**config.mk**
```make
export PLATFORM = sky130hd
export DESIGN_NAME = sd_bit_rx
export DESIGN_NICKNAME = d
export VERILOG_FILES = /design/src/rtl/sd_rx_pkg.sv /design/src/rtl/sd_rx_sync.sv /design/src/rtl/sd_rx_clkgen.sv /design/src/rtl/sd_rx_manch.sv /design/src/rtl/sd_bit_rx.sv
export SDC_FILE = /design/constraint.sdc
export NUM_CORES = 1
export LEC_CHECK = 0
export ABC_CLOCK_PERIOD_IN_PS = 2750
export BUFFER_PORTS_ARGS = -buffer_cell sky130_fd_sc_hd__buf_2
export CAP_MARGIN = 5
export CORE_MARGIN = 4
export CORE_UTILIZATION = 50
export CTS_CLUSTER_DIAMETER = 100
export DETAILED_ROUTE_END_ITERATION = 6
export PLACE_DENSITY = 0.74
export SYNTH_ARGS = -nofsm -noshare
export SYNTH_HDL_FRONTEND = slang
export SYNTH_SLANG_ARGS = --single-unit
```
**constraint.sdc**
```tcl
create_clock -name clk_i -period 2.75 [get_ports clk_i]
set_input_delay 0 -clock clk_i [delete_from_list [all_inputs] [get_ports clk_i]]
set_output_delay 0 -clock clk_i [all_outputs]
set_load 0.02 [all_outputs]
```
**src/rtl/sd_rx_pkg.sv**
```systemverilog
package sd_rx_pkg;
  typedef enum logic [1:0] {
    IF_SER_RISE = 2'd0,
    IF_SER_FALL = 2'd1,
    IF_MAN      = 2'd2,
    IF_MAN_INV  = 2'd3
  } if_type_e;

  typedef enum logic [1:0] {
    CK_EXT   = 2'd0,
    CK_INT   = 2'd1,
    CK_DIV_F = 2'd2,
    CK_DIV_R = 2'd3
  } ck_sel_e;
endpackage

```
**src/rtl/sd_rx_sync.sv**
```systemverilog
module sd_rx_sync #(
  parameter int W      = 1,
  parameter int STAGES = 2
) (
  input  logic         clk_i,
  input  logic         rst_ni,
  input  logic [W-1:0] d_i,
  output logic [W-1:0] q_o
);
  logic [W-1:0] st_q [STAGES];

  genvar g;
  generate
    for (g = 0; g < STAGES; g++) begin : g_stage
      if (g == 0) begin : g_first
        always_ff @(posedge clk_i or negedge rst_ni)
          if (!rst_ni) st_q[g] <= '0;
          else         st_q[g] <= d_i;
      end else begin : g_next
        always_ff @(posedge clk_i or negedge rst_ni)
          if (!rst_ni) st_q[g] <= '0;
          else         st_q[g] <= st_q[g-1];
      end
    end
  endgenerate

  assign q_o = st_q[STAGES-1];
endmodule

```
**src/rtl/sd_rx_clkgen.sv**
```systemverilog
module sd_rx_clkgen #(
  parameter int CKO_HALF    = 4,
  parameter int SYNC_STAGES = 2
) (
  input  logic clk_i,
  input  logic rst_ni,
  input  logic en_i,
  output logic int_clk_o,
  output logic int_dly_o,
  output logic div2_o
);
  localparam int CW = ($clog2(CKO_HALF) > 0) ? $clog2(CKO_HALF) : 1;
  localparam logic [CW-1:0] CNT_END = CW'(CKO_HALF - 1);

  logic [CW-1:0] cnt_q;
  logic          cko_q;
  logic          dly_prev_q;
  logic          div_q;

  always_ff @(posedge clk_i or negedge rst_ni)
    if (!rst_ni) begin
      cnt_q <= '0;
      cko_q <= 1'b0;
    end else if (cnt_q == CNT_END) begin
      cnt_q <= '0;
      cko_q <= ~cko_q;
    end else begin
      cnt_q <= cnt_q + 1'b1;
    end

  // delay the generated clock like the data pins so edges line up
  sd_rx_sync #(.W(1), .STAGES(SYNC_STAGES)) u_align (
    .clk_i (clk_i),
    .rst_ni(rst_ni),
    .d_i   (cko_q),
    .q_o   (int_dly_o)
  );

  always_ff @(posedge clk_i or negedge rst_ni)
    if (!rst_ni) begin
      dly_prev_q <= 1'b0;
      div_q      <= 1'b0;
    end else begin
      dly_prev_q <= int_dly_o;
      if (!en_i)                         div_q <= 1'b0;
      else if (int_dly_o && !dly_prev_q) div_q <= ~div_q;
    end

  assign int_clk_o = cko_q;
  assign div2_o    = div_q;
endmodule

```
**src/rtl/sd_rx_manch.sv**
```systemverilog
module sd_rx_manch #(
  parameter int HB_W = 8
) (
  input  logic            clk_i,
  input  logic            rst_ni,
  input  logic            en_i,
  input  logic            din_i,
  input  logic            inv_i,
  input  logic [HB_W-1:0] half_bit_i,
  output logic            valid_o,
  output logic            bit_o
);
  localparam int TW = HB_W + 2;

  logic [TW-1:0] tmr_q;
  logic [TW-1:0] thr_lo;
  logic [TW-1:0] thr_hi;
  logic          d_q;
  logic          lock_q;
  logic          tr;
  logic          mid;

  // mid-bit window opens at 1.5 half-bits, lock lost past 2.5 half-bits
  assign thr_lo = TW'(half_bit_i) + TW'(half_bit_i >> 1);
  assign thr_hi = thr_lo + TW'(half_bit_i);
  assign tr     = din_i ^ d_q;
  assign mid    = tr && (tmr_q > thr_lo);

  always_ff @(posedge clk_i or negedge rst_ni)
    if (!rst_ni) begin
      d_q    <= 1'b0;
      lock_q <= 1'b0;
      tmr_q  <= '0;
    end else if (!en_i) begin
      d_q    <= din_i;
      lock_q <= 1'b0;
      tmr_q  <= '0;
    end else begin
      d_q <= din_i;
      if (mid) begin
        lock_q <= 1'b1;
        tmr_q  <= '0;
      end else begin
        if (tr && !lock_q)      tmr_q <= '0;
        else if (tmr_q != '1)   tmr_q <= tmr_q + 1'b1;
        if (lock_q && tmr_q > thr_hi) lock_q <= 1'b0;
      end
    end

  assign valid_o = en_i && mid;
  assign bit_o   = inv_i ? din_i : ~din_i;
endmodule

```
**src/rtl/sd_bit_rx.sv**
```systemverilog
module sd_bit_rx
  import sd_rx_pkg::*;
#(
  parameter int CKO_HALF    = 4,
  parameter int HB_W        = 8,
  parameter int SYNC_STAGES = 2
) (
  input  logic              clk_i,
  input  logic              rst_ni,
  input  logic              en_i,
  input  logic [1:0]        if_type_i,
  input  logic [1:0]        clk_sel_i,
  input  logic              alt_sel_i,
  input  logic [HB_W-1:0]   half_bit_i,
  input  logic              sd_data_i,
  input  logic              sd_data_nbr_i,
  input  logic              ext_clk_i,
  output logic              int_clk_o,
  output logic              bit_valid_o,
  output logic              bit_o,
  output logic signed [1:0] sample_o
);
  logic [1:0] pin_s;
  logic       ext_s;
  logic       din_s;
  logic       int_dly;
  logic       div2;
  logic       sel_ck;
  logic       ck_q;
  logic       rise;
  logic       fall;
  logic       cap;
  logic       man_v;
  logic       man_b;
  logic       is_man;
  logic       nxt_v;
  logic       nxt_b;
  logic       valid_q;
  logic       bit_q;
  logic signed [1:0] smp_q;
  ck_sel_e    ck_sel;

  assign ck_sel = ck_sel_e'(clk_sel_i);
  assign is_man = if_type_i[1];

  sd_rx_sync #(.W(2), .STAGES(SYNC_STAGES)) u_pin_sync (
    .clk_i (clk_i),
    .rst_ni(rst_ni),
    .d_i   ({ext_clk_i, alt_sel_i ? sd_data_nbr_i : sd_data_i}),
    .q_o   (pin_s)
  );
  assign ext_s = pin_s[1];
  assign din_s = pin_s[0];

  sd_rx_clkgen #(.CKO_HALF(CKO_HALF), .SYNC_STAGES(SYNC_STAGES)) u_clkgen (
    .clk_i    (clk_i),
    .rst_ni   (rst_ni),
    .en_i     (en_i),
    .int_clk_o(int_clk_o),
    .int_dly_o(int_dly),
    .div2_o   (div2)
  );

  always_comb begin
    unique case (ck_sel)
      CK_EXT:  sel_ck = ext_s;
      CK_INT:  sel_ck = int_dly;
      default: sel_ck = div2;
    endcase
  end

  // edge memory follows the selected clock at all times: no edge at enable
  always_ff @(posedge clk_i or negedge rst_ni)
    if (!rst_ni) ck_q <= 1'b0;
    else         ck_q <= sel_ck;

  assign rise = sel_ck & ~ck_q;
  assign fall = ~sel_ck & ck_q;

  always_comb begin
    unique case (ck_sel)
      CK_DIV_F: cap = fall;
      CK_DIV_R: cap = rise;
      default:  cap = (if_type_e'(if_type_i) == IF_SER_FALL) ? fall : rise;
    endcase
  end

  sd_rx_manch #(.HB_W(HB_W)) u_manch (
    .clk_i     (clk_i),
    .rst_ni    (rst_ni),
    .en_i      (en_i && is_man),
    .din_i     (din_s),
    .inv_i     (if_type_i[0]),
    .half_bit_i(half_bit_i),
    .valid_o   (man_v),
    .bit_o     (man_b)
  );

  assign nxt_v = en_i && (is_man ? man_v : cap);
  assign nxt_b = is_man ? man_b : din_s;

  always_ff @(posedge clk_i or negedge rst_ni)
    if (!rst_ni) begin
      valid_q <= 1'b0;
      bit_q   <= 1'b0;
      smp_q   <= '0;
    end else begin
      valid_q <= nxt_v;
      if (nxt_v) bit_q <= nxt_b;
      smp_q   <= !nxt_v ? 2'sd0 : (nxt_b ? 2'sd1 : -2'sd1);
    end

  assign bit_valid_o = valid_q;
  assign bit_o       = bit_q;
  assign sample_o    = smp_q;
endmodule

```
Yosys cells after proc, flatten, opt, wreduce, memory -nomap -nowiden

Cells that the tools add are included.

Add/sub/neg operators: 4
Magnitude comparators: 2
Equality and inequality tests: 9
Muxes and demuxes: 19
Bitwise gates (word level): 8
Reductions and logical operators: 10

Operators by type and width:

| kind                                                                    | count |
|---|---|
| 10-bit two-way mux                                                      | 4 |
| 10-bit greater-than comparator                                          | 2 |
| 10-bit by 1-bit adder with 10-bit output, second input constant         | 1 |
| 10-bit by 8-bit adder with 10-bit output                                | 1 |
| 1-bit two-way mux                                                       | 10 |
| 10-bit inequality test, second input constant                           | 1 |
| 8-bit by 7-bit adder with 9-bit output                                  | 1 |
| 1-bit logical AND                                                       | 7 |
| 2-bit equality test, second input constant                              | 3 |
| 2-bit two-way mux                                                       | 3 |
| 1-bit inverter                                                          | 5 |
| 2-bit by 1-bit equality test with 1-bit output, second input constant   | 2 |
| 4-bit inequality test, second input constant                            | 1 |
| 1-bit case mux with 2 select lines                                      | 2 |
| 3-bit inequality test, second input constant                            | 1 |
| 2-bit by 1-bit adder with 2-bit output, second input constant           | 1 |
| 1-bit bitwise AND                                                       | 2 |
| 1-bit logical NOT                                                       | 2 |
| 2-bit logical NOT                                                       | 1 |
| 2-bit by 1-bit inequality test with 1-bit output, second input constant | 1 |
| 1-bit bitwise XOR                                                       | 1 |

Flip-flop bits (word level): 28
Output and inout bits: 5

Depth between registers and ports, before layout

Depth in word-level cells: 9
Gate-level depth with buffers: 17
Gate-level depth less buffers: 17

Modules after synthesis

Synthesis repeated with hierarchy kept, for this count alone.

Cells, all modules: 233
Area, all modules: 2247.2 sq um

By module, submodules not included:

| module                         | times used | cells an instance | area each (sq um) | seq. area each (sq um) |
|---|---|---|---|---|
| sd_rx_manch                    | 1          | 192               | 1660.3            | 300.3 |
| sd_bit_rx                      | 1          | 21                | 245.2             | 100.1 |
| sd_rx_clkgen                   | 1          | 12                | 176.4             | 125.1 |
| sd_rx_sync at u_pin_sync       | 1          | 6                 | 115.1             | 100.1 |
| sd_rx_sync at u_clkgen.u_align | 1          | 2                 | 50.0              | 50.0 |

Least setup slack after synthesis

OpenSTA, ideal clock, no wires.

Path type: input to register
Start: input half_bit_i[0]
End: register u_manch.lock_q
Library setup time: 0.120 ns
Arrival time: 2.991 ns
Data required time: 2.630 ns
Path slack: -0.361 ns
Cell stages on the path: 17
Buffers on the path: 0
Path through: ha_1 fa_1 a21o_1 a21oi_1 o21bai_1 a21oi_1 xor2_1 ha_1 a21oi_1 a21oi_1 xnor2_1 ha_1 nand4_1 nor3_1 a21oi_1 o211ai_1 a41o_1

Longest elaborated chain between the ends: 5

Ends and longest elaborated chain:

| element                                                                                    | line                                 | RTL |
|---|---|---|
| start: declaration                                                                         | sd_bit_rx.sv:14                      | `input logic [HB_W-1:0] half_bit_i,` |
| 8-bit by 7-bit adder with 9-bit output                                                     | sd_rx_manch.sv:24                    | `assign thr_lo = TW'(half_bit_i) + TW'(half_bit_i >> 1);` |
| 10-bit by 8-bit adder with 10-bit output or 10-bit greater-than comparator (tied branches) | sd_rx_manch.sv:25, sd_rx_manch.sv:27 |  |
| 10-bit greater-than comparator or 1-bit logical AND (tied branches)                        | sd_rx_manch.sv:46, sd_rx_manch.sv:27 |  |
| 1-bit logical AND or 1-bit two-way mux (tied branches)                                     | sd_rx_manch.sv:46, sd_rx_manch.sv:40 |  |
| 3-bit inequality test (no line) or 1-bit two-way mux (tied branches)                       | -                                    |  |
| end signal: assignment                                                                     | sd_rx_manch.sv:32                    | `lock_q <= 1'b0;` |
| end signal: assignment                                                                     | sd_rx_manch.sv:36                    | `lock_q <= 1'b0;` |
| end signal: assignment                                                                     | sd_rx_manch.sv:46                    | `if (lock_q && tmr_q > thr_hi) lock_q <= 1'b0;` |
| end: declaration                                                                           | sd_rx_manch.sv:19                    | `logic lock_q;` |

Several ways; a longest one is shown, not always the timed one.
A chain may end at the register's enable or synchronous reset.

Worst setup path after layout

Start: input half_bit_i[1]
End: register u_manch.lock_q

The elaborated chain is that of the path after synthesis.

==> out/qor.txt <==
commonest non-fill, non-tap cell in the layout: buf_4
Synth Flop Type: dfrtp_1
Post-Place Cells: 364
clock root buffer master: clkbuf_8
Post-Synth XOR/XNOR Area: 0.07786
Slew Viols, Final: 0
first-pass GRT wire length: 9639 um
post-synth top area share: 0.2860
Util after Layout: 0.7307
Mapped Cells: 245
drt pass-1 iters: 4
Avg WL per Cell: 14.64 um
worst-path fanout max: 4
Final Power: 1327 uW
Rows: 24
Compound-Gate Fraction of Synth Area: 0.2166
metal2 WL: 2787 um
RSZ-0062 raised after global routing: true
number of enable flip-flop cells after synthesis: 0
core area: 4474 sq um
quantity of I/O buffers inserted on ports: 23
Seq/Total Area, Yosys: 0.2860
Slew @ Worst Pin: 0.5866 ns
share of synthesized flip-flops with an asynchronous set or reset: 1.000
Critical Path AT: 3.06 ns
htree depth: 1
Die ar.: 5888 sq um
Mapped Nets: 304
met1 wire length: 2588 um
Final Cycle Share: 1.051
Post-Synth Adder-Cell Area: 0.2182
Syn Std Cell Area: 2362 sq um
total CTS buffers: 3
Synth cell types: 45
largest net degree at the start of global routing: 28
mux contribution to synthesized area: 0.03072
GPL Wtd Cong: 0.7926
Layout area overhead: 38.40%
Simple-Gate Fraction of Synth Area: 0.1271
final WL: 5594 um
Final Instance Area: 3269 sq um
total grt overflow: 0
fin cells: 382
cell taking the most area after synthesis: dfrtp_1
largest family of logic cells by synthesized area: adder cells
# DRC: 0
via count: 2143
min Tclk post-route: 2.891 ns
max-cap viol count: 0
initial antenna violation count: 0
Nets: 390
most frequent cells in the layout: buf_4, ha_1, dfrtp_1
outcome: complete, but fails checks
power per cell area: 406.0 nW/um^2
IO Count: 24
Fin. Hold Viols: 0
Yosys warning count: 0
Clk pin slew, worst setup/hold paths: 0.09 ns
hold slack: 0.02261 ns
CP Launch Type: input port
Starting Density: 0.5280
ranking of synthesized cells by area: dfrtp_1, ha_1, xnor2_1
failing checks: negative setup slack
initial drt markers: 159
type of the worst min-delay path: input port to flop
slew margin rel.: 0.6089
GRT Total Usage: 0.1949
fmax: 345.9 MHz
vias in the first global route: 2115
metal3 WL: 190 um
CTS Sinks: 27
Clock Skews: 0.003763 ns
endpoints failing setup: 8
type of the worst setup path: input port to flop
FF+latch count, synth: 27
leakage: 0.001647 uW
antenna cells: 0
Area after DPL: 2919 sq um
layout cells sized above 1: 0.3848
Skew-Pair Late Insertion Delay: 0.27 ns
Highest Signal Layer: met4
chip width: 76.74 um
Post-DRT Antenna Nets: 0
Die Span Y: 76.74 um
clock tree buffer depth: 2
Peak VDD IR: 0.4013 mV
Final HPWL DP: 4160 um
worst setup margin: -0.1412 ns
mean post-synth cell area: 9.642 sq um
CP endpoint kind: flop
vias per cell: 5.610
Data required, critical path: 2.92 ns
CTS tree: built
-- report_power, final --
part | switching (uW) | leakage, uW | internal, uW | total (uW)
sequential | 8.24 | 0.000345 | 410 | 418
combinational | 331 | 0.00128 | 360 | 692
clock | 116 | 0.0000255 | 101 | 217
total | 455 | 0.00165 | 872 | 1330
-- worst max-delay path, cell delays in order --
cell and delay, ns:
buf_8 0.11, ha_4 0.16, fa_2 0.34, a21o_1 0.18, a21oi_2 0.17, xnor2_1 0.11, ha_1 0.32, o21a_1 0.13
o31a_1 0.16, o22ai_2 0.10, o211ai_1 0.23, xnor2_1 0.12, ha_1 0.31, nand2_2 0.10, nor3_2 0.05, a21oi_2 0.13
o211ai_1 0.11, a41o_1 0.24
-- state kept, by name, indices dropped and copies added (netlist names) --
name	count
u_manch.tmr_q	10
u_manch.d_q	1
u_clkgen.dly_prev_q	1
u_pin_sync.q_o	2
u_clkgen.cnt_q	2
sample_o	2
u_manch.lock_q	1
u_clkgen.div2_o	1
u_pin_sync.st_q	2
ck_q	1
bit_o	1
u_clkgen.int_clk_o	1
u_clkgen.u_align.st_q	1
u_clkgen.u_align.q_o	1
-- synth_stat cells, drive strengths merged (2+ instances only) --
library cell	instances
nand2	8
mux2	2
xnor2	11
a211oi	9
nor2b	5
fa	2
o211ai	5
buf	2
a21oi	17
nand2b	6
nor4	2
dfrtp	27
xor2	10
mux2i	5
nor2	8
or3	2
o21ai	10
inv	23
o21bai	3
a21o	9
and3	5
a31oi	2
o21a	3
ha	38
nand4	4
nor3	2
a2111oi	2
nand3	8
-- cells by family (layout without fill, tap and decap cells) --
group           count (synthesis)  after routing
compound gates                 69             69
xor+xnor                       21             21
fa+ha+maj                      40             40
buf+inv                        26            111
flops                          27             27
mux                             7              7
simple gates                   55             55
-- final timing paths --
check / depth (start not counted) / endpoint / slack (ns) / start
min: 3 / u_clkgen.div2_o / 0.02 / en_i
min in group asynchronous: 2 / u_clkgen.u_align.st_q[1] / 0.26 / rst_ni
max: 18 / u_manch.lock_q / -0.14 / half_bit_i[1]
max in group asynchronous: 2 / u_manch.tmr_q[0] / 2.10 / rst_ni
max reg2reg: 8 / u_manch.tmr_q[0] / 0.39 / u_manch.tmr_q[7]
min reg2reg: 0 / u_clkgen.u_align.q_o / 0.36 / u_clkgen.u_align.st_q[1]
-- through the flow --
step	TNS (ns)	setup WS (ns)
6_report	-0.5336	-0.1412
2_1_floorplan	-0.1890	-0.1519
4_1_cts	-0.1698	-0.1420
5_1_grt	-2.577	-0.3125
3_5_place_dp	-4.783	-0.5458
3_3_place_gp	-3.819	-0.4843
-- what timing repair did --
action	in CTS	in global routing
buffers inserted	8	3
hold endpoints to repair	29	0
setup endpoints to repair	10	14
resized for setup	23	23
pin swaps	25	21
hold buffers	4	0
-- per-layer routing --
metal | vias up | global-route usage
met1 | 1032 | 0.2715
met5 | - | 0
met4 | 0 | 0.03261
met2 | 36 | 0.3284
met3 | 4 | 0.02342
li1 | 1071 | -
-- final cells by class --
type	count	area, sq um
multi-input combinational	192	1772
fill	312	1205
sequential	27	675.6
timing repair buffer	84	621.8
inverter	23	88.84
tap	52	65.06
clock buffer	3	41.29
clock inverter	1	5.005
No activity file was read; power rests on OpenSTA's default activity.
